===== src/rtl/tmr_pkg.sv =====
// Shared constants for the three-channel timer: register map, control bit
// positions and status flag positions. Assumes a byte-addressed 32-bit bus.
package tmr_pkg;
    localparam int NUM_CH = 3;
    localparam int CNT_W  = 16;
    localparam int EXP_W  = 4;
    localparam int DATA_W = 32;
    localparam int ADDR_W = 8;
    localparam int STRIDE = 4;

    localparam logic [7:0] BASE_CLK = 8'h00;
    localparam logic [7:0] BASE_CTL = 8'h0C;
    localparam logic [7:0] BASE_VAL = 8'h18;
    localparam logic [7:0] BASE_LIM = 8'h24;
    localparam logic [7:0] BASE_STS = 8'h54;
    localparam logic [7:0] BASE_ENA = 8'h60;

    localparam int CTL_STOP    = 0;
    localparam int CTL_INTV    = 1;
    localparam int CTL_RESTART = 4;
    localparam int CTL_AUX     = 5;

    localparam int FLG_W    = 2;
    localparam int FLG_INTV = 0;
    localparam int FLG_OVF  = 1;
endpackage


===== src/rtl/tmr_prescaler.sv =====
// Tick generator for one channel. It emits a single-cycle tick every
// 2^(exp+1) clocks while enabled, or every clock when bypassed. It assumes
// restart and run come from registered control, and produces no tick while
// stopped.
module tmr_prescaler #(
    parameter int EXP_W = 4,
    localparam int PS_W = 1 << EXP_W
) (
    input  logic             clk,
    input  logic             rst_n,
    input  logic             run,
    input  logic             restart,
    input  logic             pre_en,
    input  logic [EXP_W-1:0] exp_n,
    output logic             tick
);
    logic [PS_W-1:0]  phase_q;
    logic [PS_W-1:0]  mask;
    logic [EXP_W:0]   shift;

    // Builds the low-bit mask that marks the last clock of a prescaled period.
    always_comb begin
        shift = {1'b0, exp_n} + 1'b1;
        mask  = ~({PS_W{1'b1}} << shift);
    end

    assign tick = run && (!pre_en || ((phase_q & mask) == mask));

    // Advances the phase counter while running and clears it on a restart.
    always_ff @(posedge clk) begin
        if (!rst_n)        phase_q <= '0;
        else if (restart)  phase_q <= '0;
        else if (run)      phase_q <= phase_q + 1'b1;
    end

    a_r4_tick_only_running: assert property (@(posedge clk) disable iff (!rst_n)
        tick |-> run);
    a_r6_phase_restart: assert property (@(posedge clk) disable iff (!rst_n)
        restart |=> (phase_q == '0));
endmodule


===== src/rtl/tmr_counter.sv =====
// Count register for one channel. In interval mode it counts from 0 up to
// the limit and then returns to zero. In free mode it wraps at all-ones.
// It reports one event pulse per completed period. It assumes that tick is
// already qualified by run.
module tmr_counter #(
    parameter int CNT_W = 16
) (
    input  logic             clk,
    input  logic             rst_n,
    input  logic             tick,
    input  logic             restart,
    input  logic             intv_mode,
    input  logic [CNT_W-1:0] limit,
    output logic [CNT_W-1:0] count,
    output logic             evt_intv,
    output logic             evt_ovf
);
    logic live;

    assign live     = tick && !restart;
    assign evt_intv = live && intv_mode && (count >= limit);
    assign evt_ovf  = live && !intv_mode && (&count);

    // Clears on restart, returns to zero on a period end, otherwise steps.
    always_ff @(posedge clk) begin
        if (!rst_n)                      count <= '0;
        else if (restart)                count <= '0;
        else if (evt_intv || evt_ovf)    count <= '0;
        else if (tick)                   count <= count + 1'b1;
    end

    a_r3_step: assert property (@(posedge clk) disable iff (!rst_n)
        (live && !intv_mode) |=> (count == CNT_W'($past(count) + 1'b1)));
    a_r5_hold: assert property (@(posedge clk) disable iff (!rst_n)
        (!tick && !restart) |=> $stable(count));
    a_r6_restart: assert property (@(posedge clk) disable iff (!rst_n)
        restart |=> (count == '0));
    a_r7_limit_return: assert property (@(posedge clk) disable iff (!rst_n)
        (live && intv_mode && (count >= limit)) |=> (count == '0));
endmodule


===== src/rtl/tmr_irq_status.sv =====
// Pending-event flags for one channel, with clear on read and a per-flag
// enable mask that forms the interrupt line. An event on the edge of a
// read-clear wins.
module tmr_irq_status #(
    parameter int FLG_W = 2
) (
    input  logic             clk,
    input  logic             rst_n,
    input  logic [FLG_W-1:0] evt,
    input  logic             rd_clr,
    input  logic [FLG_W-1:0] enable,
    output logic [FLG_W-1:0] status,
    output logic             irq
);
    // Clears the flags on a read, then merges in the new events.
    always_ff @(posedge clk) begin
        if (!rst_n) status <= '0;
        else        status <= (rd_clr ? '0 : status) | evt;
    end

    assign irq = |(status & enable);

    a_r8_event_wins: assert property (@(posedge clk) disable iff (!rst_n)
        (evt != '0) |=> ((status & $past(evt)) == $past(evt)));
    a_r8_read_clears: assert property (@(posedge clk) disable iff (!rst_n)
        (rd_clr && (evt == '0)) |=> (status == '0));
    a_r9_quiet_when_masked: assert property (@(posedge clk) disable iff (!rst_n)
        (enable == '0) |-> !irq);
endmodule


===== src/rtl/tri_interval_timer.sv =====
// Top of the three-channel timer. It decodes the register bus, holds the
// per-channel configuration and instantiates the prescaler, counter and
// status logic for each channel. Writes act on the edge where wr_en is
// sampled. Read data is registered one cycle after rd_en.
module tri_interval_timer
    import tmr_pkg::*;
#(
    parameter int N_CH    = NUM_CH,
    parameter int C_W     = CNT_W,
    parameter int E_W     = EXP_W,
    parameter int A_W     = ADDR_W,
    parameter int D_W     = DATA_W,
    localparam int CFG_W  = E_W + 1
) (
    input  logic           clk,
    input  logic           rst_n,
    input  logic [A_W-1:0] bus_addr,
    input  logic           wr_en,
    input  logic [D_W-1:0] wr_data,
    input  logic           rd_en,
    output logic [D_W-1:0] rd_data,
    output logic [N_CH-1:0] irq
);
    logic [D_W-1:0] rd_word [N_CH];
    logic [D_W-1:0] rd_mux;

    for (genvar c = 0; c < N_CH; c++) begin : g_ch
        localparam logic [A_W-1:0] OFS = A_W'(STRIDE * c);

        logic hit_clk, hit_ctl, hit_val, hit_lim, hit_sts, hit_ena;
        logic [CFG_W-1:0] clk_cfg_q;
        logic             stop_q, intv_q, aux_q;
        logic [C_W-1:0]   limit_q;
        logic [FLG_W-1:0] ena_q;
        logic             restart, run, tick;
        logic [C_W-1:0]   count;
        logic             evt_intv, evt_ovf;
        logic [FLG_W-1:0] status;
        logic [FLG_W-1:0] evt;

        assign hit_clk = (bus_addr == A_W'(BASE_CLK) + OFS);
        assign hit_ctl = (bus_addr == A_W'(BASE_CTL) + OFS);
        assign hit_val = (bus_addr == A_W'(BASE_VAL) + OFS);
        assign hit_lim = (bus_addr == A_W'(BASE_LIM) + OFS);
        assign hit_sts = (bus_addr == A_W'(BASE_STS) + OFS);
        assign hit_ena = (bus_addr == A_W'(BASE_ENA) + OFS);

        assign restart = wr_en && hit_ctl && wr_data[CTL_RESTART];
        assign run     = !stop_q;

        // Stores the writable configuration words of this channel.
        always_ff @(posedge clk) begin
            if (!rst_n) begin
                clk_cfg_q <= '0;
                stop_q    <= 1'b1;
                intv_q    <= 1'b0;
                aux_q     <= 1'b1;
                limit_q   <= '0;
                ena_q     <= '0;
            end else if (wr_en) begin
                if (hit_clk) clk_cfg_q <= wr_data[CFG_W-1:0];
                if (hit_ctl) begin
                    stop_q <= wr_data[CTL_STOP];
                    intv_q <= wr_data[CTL_INTV];
                    aux_q  <= wr_data[CTL_AUX];
                end
                if (hit_lim) limit_q <= wr_data[C_W-1:0];
                if (hit_ena) ena_q   <= wr_data[FLG_W-1:0];
            end
        end

        tmr_prescaler #(.EXP_W(E_W)) u_pre (
            .clk     (clk),
            .rst_n   (rst_n),
            .run     (run),
            .restart (restart),
            .pre_en  (clk_cfg_q[0]),
            .exp_n   (clk_cfg_q[CFG_W-1:1]),
            .tick    (tick)
        );

        tmr_counter #(.CNT_W(C_W)) u_cnt (
            .clk       (clk),
            .rst_n     (rst_n),
            .tick      (tick),
            .restart   (restart),
            .intv_mode (intv_q),
            .limit     (limit_q),
            .count     (count),
            .evt_intv  (evt_intv),
            .evt_ovf   (evt_ovf)
        );

        always_comb begin
            evt           = '0;
            evt[FLG_INTV] = evt_intv;
            evt[FLG_OVF]  = evt_ovf;
        end

        tmr_irq_status #(.FLG_W(FLG_W)) u_sts (
            .clk    (clk),
            .rst_n  (rst_n),
            .evt    (evt),
            .rd_clr (rd_en && hit_sts),
            .enable (ena_q),
            .status (status),
            .irq    (irq[c])
        );

        // Selects the word this channel contributes to a read.
        always_comb begin
            rd_word[c] = '0;
            if (hit_clk) rd_word[c][CFG_W-1:0] = clk_cfg_q;
            if (hit_ctl) begin
                rd_word[c][CTL_STOP] = stop_q;
                rd_word[c][CTL_INTV] = intv_q;
                rd_word[c][CTL_AUX]  = aux_q;
            end
            if (hit_val) rd_word[c][C_W-1:0]   = count;
            if (hit_lim) rd_word[c][C_W-1:0]   = limit_q;
            if (hit_sts) rd_word[c][FLG_W-1:0] = status;
            if (hit_ena) rd_word[c][FLG_W-1:0] = ena_q;
        end

        a_r1_stopped_after_reset: assert property (@(posedge clk)
            $rose(rst_n) |-> (stop_q && (count == '0)));
    end

    // Merges the channel words; at most one channel matches an address.
    always_comb begin
        rd_mux = '0;
        for (int c = 0; c < N_CH; c++) rd_mux = rd_mux | rd_word[c];
    end

    // Registers the read data one cycle after the strobe.
    always_ff @(posedge clk) begin
        if (!rst_n)     rd_data <= '0;
        else if (rd_en) rd_data <= rd_mux;
        else            rd_data <= '0;
    end
endmodule


===== config.mk =====
export PLATFORM = sky130hd
export DESIGN_NAME = tri_interval_timer
export DESIGN_NICKNAME = d
export VERILOG_FILES = /design/src/rtl/tmr_pkg.sv /design/src/rtl/tmr_prescaler.sv /design/src/rtl/tmr_counter.sv /design/src/rtl/tmr_irq_status.sv /design/src/rtl/tri_interval_timer.sv
export SDC_FILE = /design/constraint.sdc
export NUM_CORES = 1
export LEC_CHECK = 0
export CAP_MARGIN = 20
export CORE_MARGIN = 2
export CORE_UTILIZATION = 51
export CTS_BUF_LIST = sky130_fd_sc_hd__clkbuf_8
export DETAILED_ROUTE_END_ITERATION = 12
export PLACE_DENSITY = 0.74
export SYNTH_ARGS = -nofsm -noshare
export SYNTH_HDL_FRONTEND = slang
export SYNTH_SLANG_ARGS = --single-unit

===== constraint.sdc =====
create_clock -name clk -period 2.9 [get_ports clk]
set_clock_uncertainty 0.15 [all_clocks]
set_input_delay 0.435 -clock clk [delete_from_list [all_inputs] [get_ports clk]]
set_output_delay 0.435 -clock clk [all_outputs]
set_load 0.01 [all_outputs]

Yosys cells after proc, flatten, opt, wreduce, memory -nomap -nowiden
Cells that the tools add are included.
{"block": "word_totals", "ff_bits": 212, "input_bits": 44, "elab_cells": 173}
{"block": "classes", "n_addsub": 9, "n_lt_le_gt_ge": 3, "eq_ne": 20, "shift": 3, "n_mux": 24, "bitwise": 15, "n_reduce_logical": 71}
{"cell": "16-bit by 1-bit adder with 16-bit output, second input constant", "count": 6}
{"cell": "16-bit two-way mux", "count": 6}
{"cell": "16-bit bitwise AND", "count": 3}
{"cell": "16-bit == test", "count": 3}
{"cell": "8-bit by 7-bit == test with 1-bit output, second input constant", "count": 6}
{"cell": "16-bit greater-or-equal comparator", "count": 3}
{"cell": "16-bit inverter", "count": 3}
{"cell": "16-bit AND reduction", "count": 3}
{"cell": "16-bit by 5-bit left shift with 16-bit output, first input constant", "count": 3}
{"cell": "8-bit by 5-bit == test with 1-bit output, second input constant", "count": 4}
{"cell": "8-bit by 6-bit == test with 1-bit output, second input constant", "count": 4}
{"cell": "16-bit bitwise OR", "count": 2}
{"cell": "1-bit logical AND", "count": 27}
{"cell": "2-bit AND reduction", "count": 13}
{"cell": "2-bit two-way mux", "count": 12}
{"cell": "8-bit by 4-bit == test with 1-bit output, second input constant", "count": 2}
{"cell": "4-bit by 1-bit adder with 5-bit output, second input constant", "count": 3}
{"cell": "5-bit two-way mux", "count": 3}
{"cell": "1-bit zero test", "count": 12}
{"cell": "2-bit OR reduction", "count": 6}
{"cell": "3-bit OR reduction", "count": 3}
{"cell": "8-bit by 3-bit == test with 1-bit output, second input constant", "count": 1}
{"cell": "8-bit zero test", "count": 1}
{"cell": "2-bit bitwise AND", "count": 3}
{"cell": "other kinds (4)", "count": 13}

Longest topological paths before layout
{"block": "logic_depth", "word_depth": 12, "ltp_mapped": 12, "depth_no_buf": 9}

Modules after synthesis
From an unflattened synthesis, not the netlist that was laid out.
{"block": "hier_totals", "cells_unflattened": 1367, "hier_area_um2": 11273.3}
{"module": "tri_interval_timer", "n_inst": 1, "cells_each": 574, "area_per_inst_um2": 4722.0, "seq_area_each_um2": 1881.8}
{"module": "tmr_counter", "n_inst": 3, "cells_each": 145, "area_per_inst_um2": 1178.6, "seq_area_each_um2": 320.3}
{"module": "tmr_prescaler at g_ch[0].u_pre ...", "n_inst": 2, "cells_each": 113, "area_per_inst_um2": 928.4, "seq_area_each_um2": 320.3}
{"module": "tmr_prescaler at g_ch[2].u_pre", "n_inst": 1, "cells_each": 111, "area_per_inst_um2": 925.9, "seq_area_each_um2": 320.3}
{"module": "tmr_irq_status", "n_inst": 3, "cells_each": 7, "area_per_inst_um2": 77.6, "seq_area_each_um2": 40.0}

Worst setup path after synthesis
Ideal clock, no wire load.
{"block": "synth_timing", "path_type": "register -> register", "start": "register g_ch[2].clk_cfg_q[1]", "end": "register g_ch[2].u_cnt.count[0]", "setup_time_ns": 0.121, "arrival_ns": 2.685, "required_time_ns": 2.629, "setup_slack_ns": -0.056, "stages_incl_launch_ff": 13, "period_less_slack_ns": 2.956, "path_cell_list": "dfxtp_1 > ha_1 > ha_1 > nor2b_1 > o21ai_0 > o311a_1 > or2_1 > buf_6 > or2_0 > buf_2 > o311ai_4 > buf_6 > nor3_1"}
{"block": "synth_between", "elab_chain_len": 12, "word_cells_on_any_way": 14, "cone_classes": "1 x add/sub; 1 x eq/ne; 1 x shift; 2 x bitwise; 9 x reduce/logical"}
{"element": "start: declaration", "line": "tri_interval_timer.sv:31", "text": "logic [CFG_W-1:0] clk_cfg_q;"}
{"element": "start signal: assignment", "line": "tri_interval_timer.sv:61", "text": "if (hit_clk) clk_cfg_q <= wr_data[CFG_W-1:0];"}
{"element": "4-bit by 1-bit adder with 5-bit output *", "line": "tmr_prescaler.sv:23", "text": "shift = {1'b0, exp_n} + 1'b1;"}
{"element": "16-bit by 5-bit left shift with 16-bit output *", "line": "tmr_prescaler.sv:24", "text": "mask = ~({PS_W{1'b1}} << shift);"}
{"element": "16-bit inverter *", "line": "tmr_prescaler.sv:24"}
{"element": "16-bit bitwise AND", "line": "tmr_prescaler.sv:27", "text": "assign tick = run && (!pre_en || ((phase_q & mask) == mask));"}
{"element": "16-bit == test *", "line": "tmr_prescaler.sv:27"}
{"element": "1-bit logical OR *", "line": "tmr_prescaler.sv:27"}
{"element": "1-bit logical AND *", "line": "tmr_prescaler.sv:27"}
{"element": "1-bit logical AND", "line": "tmr_counter.sv:20", "text": "assign live = tick && !restart;"}
{"element": "1-bit logical AND, on equally long branches (2 in series)", "line": "tmr_counter.sv:21, tmr_counter.sv:22"}
{"element": "1-bit logical OR", "line": "tmr_counter.sv:28", "text": "else if (evt_intv || evt_ovf) count <= '0;"}
{"element": "3-bit OR reduction (no source line)"}
{"element": "end signal: assignment", "line": "tmr_counter.sv:29", "text": "else if (tick) count <= count + 1'b1;"}
{"element": "end: declaration", "line": "tmr_counter.sv:14", "text": "output logic [CNT_W-1:0] count,"}
Every way passes the cells marked *; elsewhere a longest branch is shown, timed or not.
A chain may end at the register's enable or synchronous reset.

Final worst setup path
{"block": "layout_timing", "start": "register g_ch[2].clk_cfg_q[2]", "end": "register g_ch[2].u_sts.status[0]"}
{"block": "layout_between", "elab_chain_len": 11}
{"element": "4-bit by 1-bit adder with 5-bit output *", "line": "tmr_prescaler.sv:23"}
{"element": "16-bit by 5-bit left shift with 16-bit output *", "line": "tmr_prescaler.sv:24"}
{"element": "16-bit inverter *", "line": "tmr_prescaler.sv:24"}
{"element": "16-bit bitwise AND", "line": "tmr_prescaler.sv:27"}
{"element": "16-bit == test *", "line": "tmr_prescaler.sv:27"}
{"element": "1-bit logical OR *", "line": "tmr_prescaler.sv:27"}
{"element": "1-bit logical AND *", "line": "tmr_prescaler.sv:27"}
{"element": "1-bit logical AND *", "line": "tmr_counter.sv:20"}
{"element": "1-bit logical AND * (2 in series)", "line": "tmr_counter.sv:21", "text": "assign evt_intv = live && intv_mode && (count >= limit);"}
{"element": "2-bit bitwise OR *", "line": "tmr_irq_status.sv:18", "text": "else status <= (rd_clr ? '0 : status) | evt;"}
{"element": "end signal: assignment", "line": "tmr_irq_status.sv:18"}
{"element": "end: declaration", "line": "tmr_irq_status.sv:12", "text": "output logic [FLG_W-1:0] status,"}
Marked as above.

==> impl_metrics.tcl <==
set metrics [dict create \
    clock_pin_slew_on_the_worst_setup_and_hold_paths_ps 110 \
    ys_ff_latch 196 \
    maxCapViolCount 0 \
    critical_path.cell_chain "buf_4 -> ha_1 -> nor2b_2 -> o21ai_0 -> o311a_1 -> or2_1 -> or2_4 -> or4b_1 -> a21boi_1" \
    route.vias.total 10100 \
    synth-seq-area-share_pct 36.2 \
    cts_root_buf "clkbuf_8" \
    design.portCount 79 \
    cellLeakagePower_nw 4.45 \
    post-route-period-util_pct 97.1 \
    initial_drt_markers 873 \
    worstMarginPinSlew_ps 692 \
    hold-path-endpoint "g_ch[0].stop_q$_SDFFE_PN1P_" \
    power_density_nw_per_um2 366 \
    placement_rows 53 \
    critical-path-slowest-cell "or4b_1" \
    first_global_vias 9216 \
    peakVddDrop_v 0.000284 \
    critPathKind "flip-flop to flip-flop" \
    timing.final.hold_violations 0 \
    routed_length_on_met3_um 1920 \
    number_of_buffers_inserted_during_clock_tree_synthesis 17 \
    synth_top_flop_cell "dfxtp_1" \
    hold_slack_ps 193 \
    timing.critical_path.to_type "flip-flop" \
    cts.path.max_buffers 2 \
    clockPowerShare_pct 36.8 \
    setup_viol 0 \
    insertion_delay_ps 480 \
    synth.avg_cell_area_um2 8.16 \
    gp_congestion 0.921 \
    min_from "wr_en" \
    intPower_mw 3.42 \
    insertedDiodeCount 0 \
    max_freq_mhz 355 \
    clock_tree.htree_level_count 4 \
    finish.net_count 1532 \
    post_synth_inst_count 1328 \
    rr_endpoint "g_ch[2].u_sts.status[0]$_SDFF_PN0_" \
    p_sw_share_pct 25.6 \
    fin_tns_setup_ps 0 \
    chipHeight_um 150 \
    portBuffers 46 \
    synth-edff-count 0 \
    detail-route-antenna-nets 0 \
    top_signal_layer_used "met4" \
    hold_path_class "input pin to flip-flop" \
    final_util_pct 59.8 \
    holdPathStages 3 \
    grt_antenna_before_repair 0 \
    total_power_mw 4.59 \
    finalCriticalPeriod_ps 2810 \
    post_drt_via_cell_ratio 5.87 \
    routedWlPerCell_um 17.5 \
    layout-drive-gt1-share_pct 10.6 \
    route.final.wire_length_um 30000 \
    power.share.combinational_pct 4.5 \
    slowest_delay_ps 530 \
    worst_r2r_startpoint "g_ch[2].clk_cfg_q[2]$_SDFFE_PN0P_" \
    rr_worst_depth 9 \
    startpoint_type_of_the_worst_setup_path "flip-flop" \
    maximum_number_of_pins_on_one_net_before_global_route_repair 39 \
    synth.yosys.warnings 0 \
    maxSlewHeadroom_pct 53.7 \
    grt_pass1_wl_um 47900 \
    area_growth_syn_to_layout_pct 15.8 \
    power.net_switching_mw 1.17 \
    synthesis.area_um2 10800 \
    core-area_um2 21000 \
    crit_path_buffers_inverters 1 \
    cp_data_required_time_ps 3160 \
    met2_length_um 14000 \
    route.detailed.drc 0 \
    drv_slew 0 \
    clock-sinks 196 \
    met1_wirelength_um 13500 \
    postSynth.asyncResetShare_pct 0 \
    drt_pre_antenna_iters 7 \
    critical_path_arrival_ps 3070 \
    status "completed" \
    proportion_of_power_drawn_by_flip_flops_and_latches_pct 58.7 \
    start_util_pct 51.7 \
    worst_setup_slack_for_register_to_register_paths_ps 90 \
    post_cts_hold_buffer_count 0 \
    dieArea_um2 22400 \
    grt_remaining_overflow 0 \
    tritoncts "yes" \
    worst_path_dominant_cell_family "simple AND/OR/NAND/NOR gates" \
    gr-usage-all-layers_pct 27.1 \
    count_of_distinct_cell_types_in_the_synthesized_netlist 72 \
    post-dp-hpwl_um 22900 \
    cp_max_fo 4 \
    die_w_um 150 \
]
[repair_timing]
action / CTS / global route
gates resized for setup: 2 / 13
endpoints found under the setup margin: 20 / 38
hold endpoints to repair: 0 / 0
setup buffers: 1 / 3
pin swaps: 1 / 2
[worst max-delay path by stage]
stage / start / end / slack (ps) / depth (start not counted)
4_1_cts: g_ch[1].clk_cfg_q[1]$_SDFFE_PN0P_ / g_ch[1].u_cnt.count[4]$_SDFFE_PP0N_ / 8 / 10
3_5_place_dp: g_ch[2].clk_cfg_q[1]$_SDFFE_PN0P_ / g_ch[2].u_cnt.count[0]$_SDFFE_PP0N_ / -110 / 9
2_1_floorplan: g_ch[2].clk_cfg_q[2]$_SDFFE_PN0P_ / g_ch[2].u_sts.status[0]$_SDFF_PN0_ / 50 / 11
6_report: g_ch[2].clk_cfg_q[2]$_SDFFE_PN0P_ / g_ch[2].u_sts.status[0]$_SDFF_PN0_ / 90 / 9
5_1_grt: g_ch[1].clk_cfg_q[2]$_SDFFE_PN0P_ / g_ch[1].u_cnt.count[3]$_SDFFE_PP0N_ / -8 / 10
3_3_place_gp: g_ch[2].clk_cfg_q[1]$_SDFFE_PN0P_ / g_ch[2].u_cnt.count[8]$_SDFFE_PP0N_ / -70 / 9
[tightest hold or removal path, cell delays in order]
cell and delay, ps:
buf_2 150, nand3_1 100, nand3_1 80
[cell usage in the layout (no fill, tap or decap), types with 16 or more instances in the layout]
cell and instances:
conb_1 16, o21ai_0 25, ha_1 58, inv_1 76, buf_4 89, xnor2_1 45
and3_1 20, nor2_1 104, nor3_1 39, clkbuf_8 18, clkdlybuf4s50_1 44, dfxtp_1 193
a211oi_1 16, nor2b_1 16, a22oi_1 39, nand2_1 182, a31oi_1 17, a21boi_0 71
nand4_1 21, nand3_1 97, xor2_1 31, a21oi_1 31
[routing by layer]
layer / track usage (%) / vias up
met4: 8.16 / 0
met2: 43.9 / 356
met5: 0 / -
met1: 37.2 / 4785
li1: - / 4877
met3: 4.66 / 45
[registers in the layout, summed over array words and instances, names as in the netlist]
name and flops:
g_ch.u_sts.status 6, g_ch.aux_q 3, g_ch.u_cnt.count 48, g_ch.limit_q 48, g_ch.u_pre.phase_q 48, g_ch.stop_q 3, g_ch.intv_q 3, rd_data 16
g_ch.clk_cfg_q 15, g_ch.ena_q 6
[power groups by stage]
stage / clock network [mW] / registers [mW] / logic, mW
2_1_floorplan: 0 / 2.76 / 0.110
3_3_place_gp: 0 / 2.76 / 0.196
3_5_place_dp: 0 / 2.76 / 0.197
4_1_cts: 1.71 / 2.69 / 0.201
5_1_grt: 1.83 / 2.69 / 0.219
6_report: 1.69 / 2.69 / 0.206
[kinds of logic (layout without fill, tap and decap cells)]
family	after synthesis	in the layout	synth area share [%]
compound gates	284	284	19.1
xor+xnor	76	76	6.15
flops	196	196	36.2
buf+inv	154	249	6.25
other cells	1	16	0.0346
mux	14	14	1.29
fa+ha+maj	63	63	7.28
simple gates	540	540	23.7
[through the flow]
stage | instances | worst slack [ps] | cell area, um^2
floorplan | 1343 | 49.4 | 10900
global placement | 1677 | -73.6 | 12100
detailed placement | 1677 | -110 | 12100
CTS | 1710 | 7.79 | 12500
global route | 1713 | -7.59 | 12500
finish | 1713 | 85.0 | 12500
[cell type report]
type	instances	area [um^2]
clock buffer	18	248
clock inverter	14	116
fill	1925	8420
inverter	75	282
multi-input combinational	993	6360
sequential	196	3930
tap	275	344
timing repair buffer	142	1260
[cell usage after synthesis, types with 39 or more instances]
cell type	n	area share (%)
dfxtp_1	196	36
nand2_1	182	6.3
nor2_1	105	3.6
nand3_1	97	4.5
inv_1	75	2.6
a21boi_0	71	4.9
ha_1	63	7.3
clkbuf_1	48	1.7
xnor2_1	45	3.6
a22oi_1	39	2.7
nor3_1	39	1.8
(Power assumes the default switching activity.)
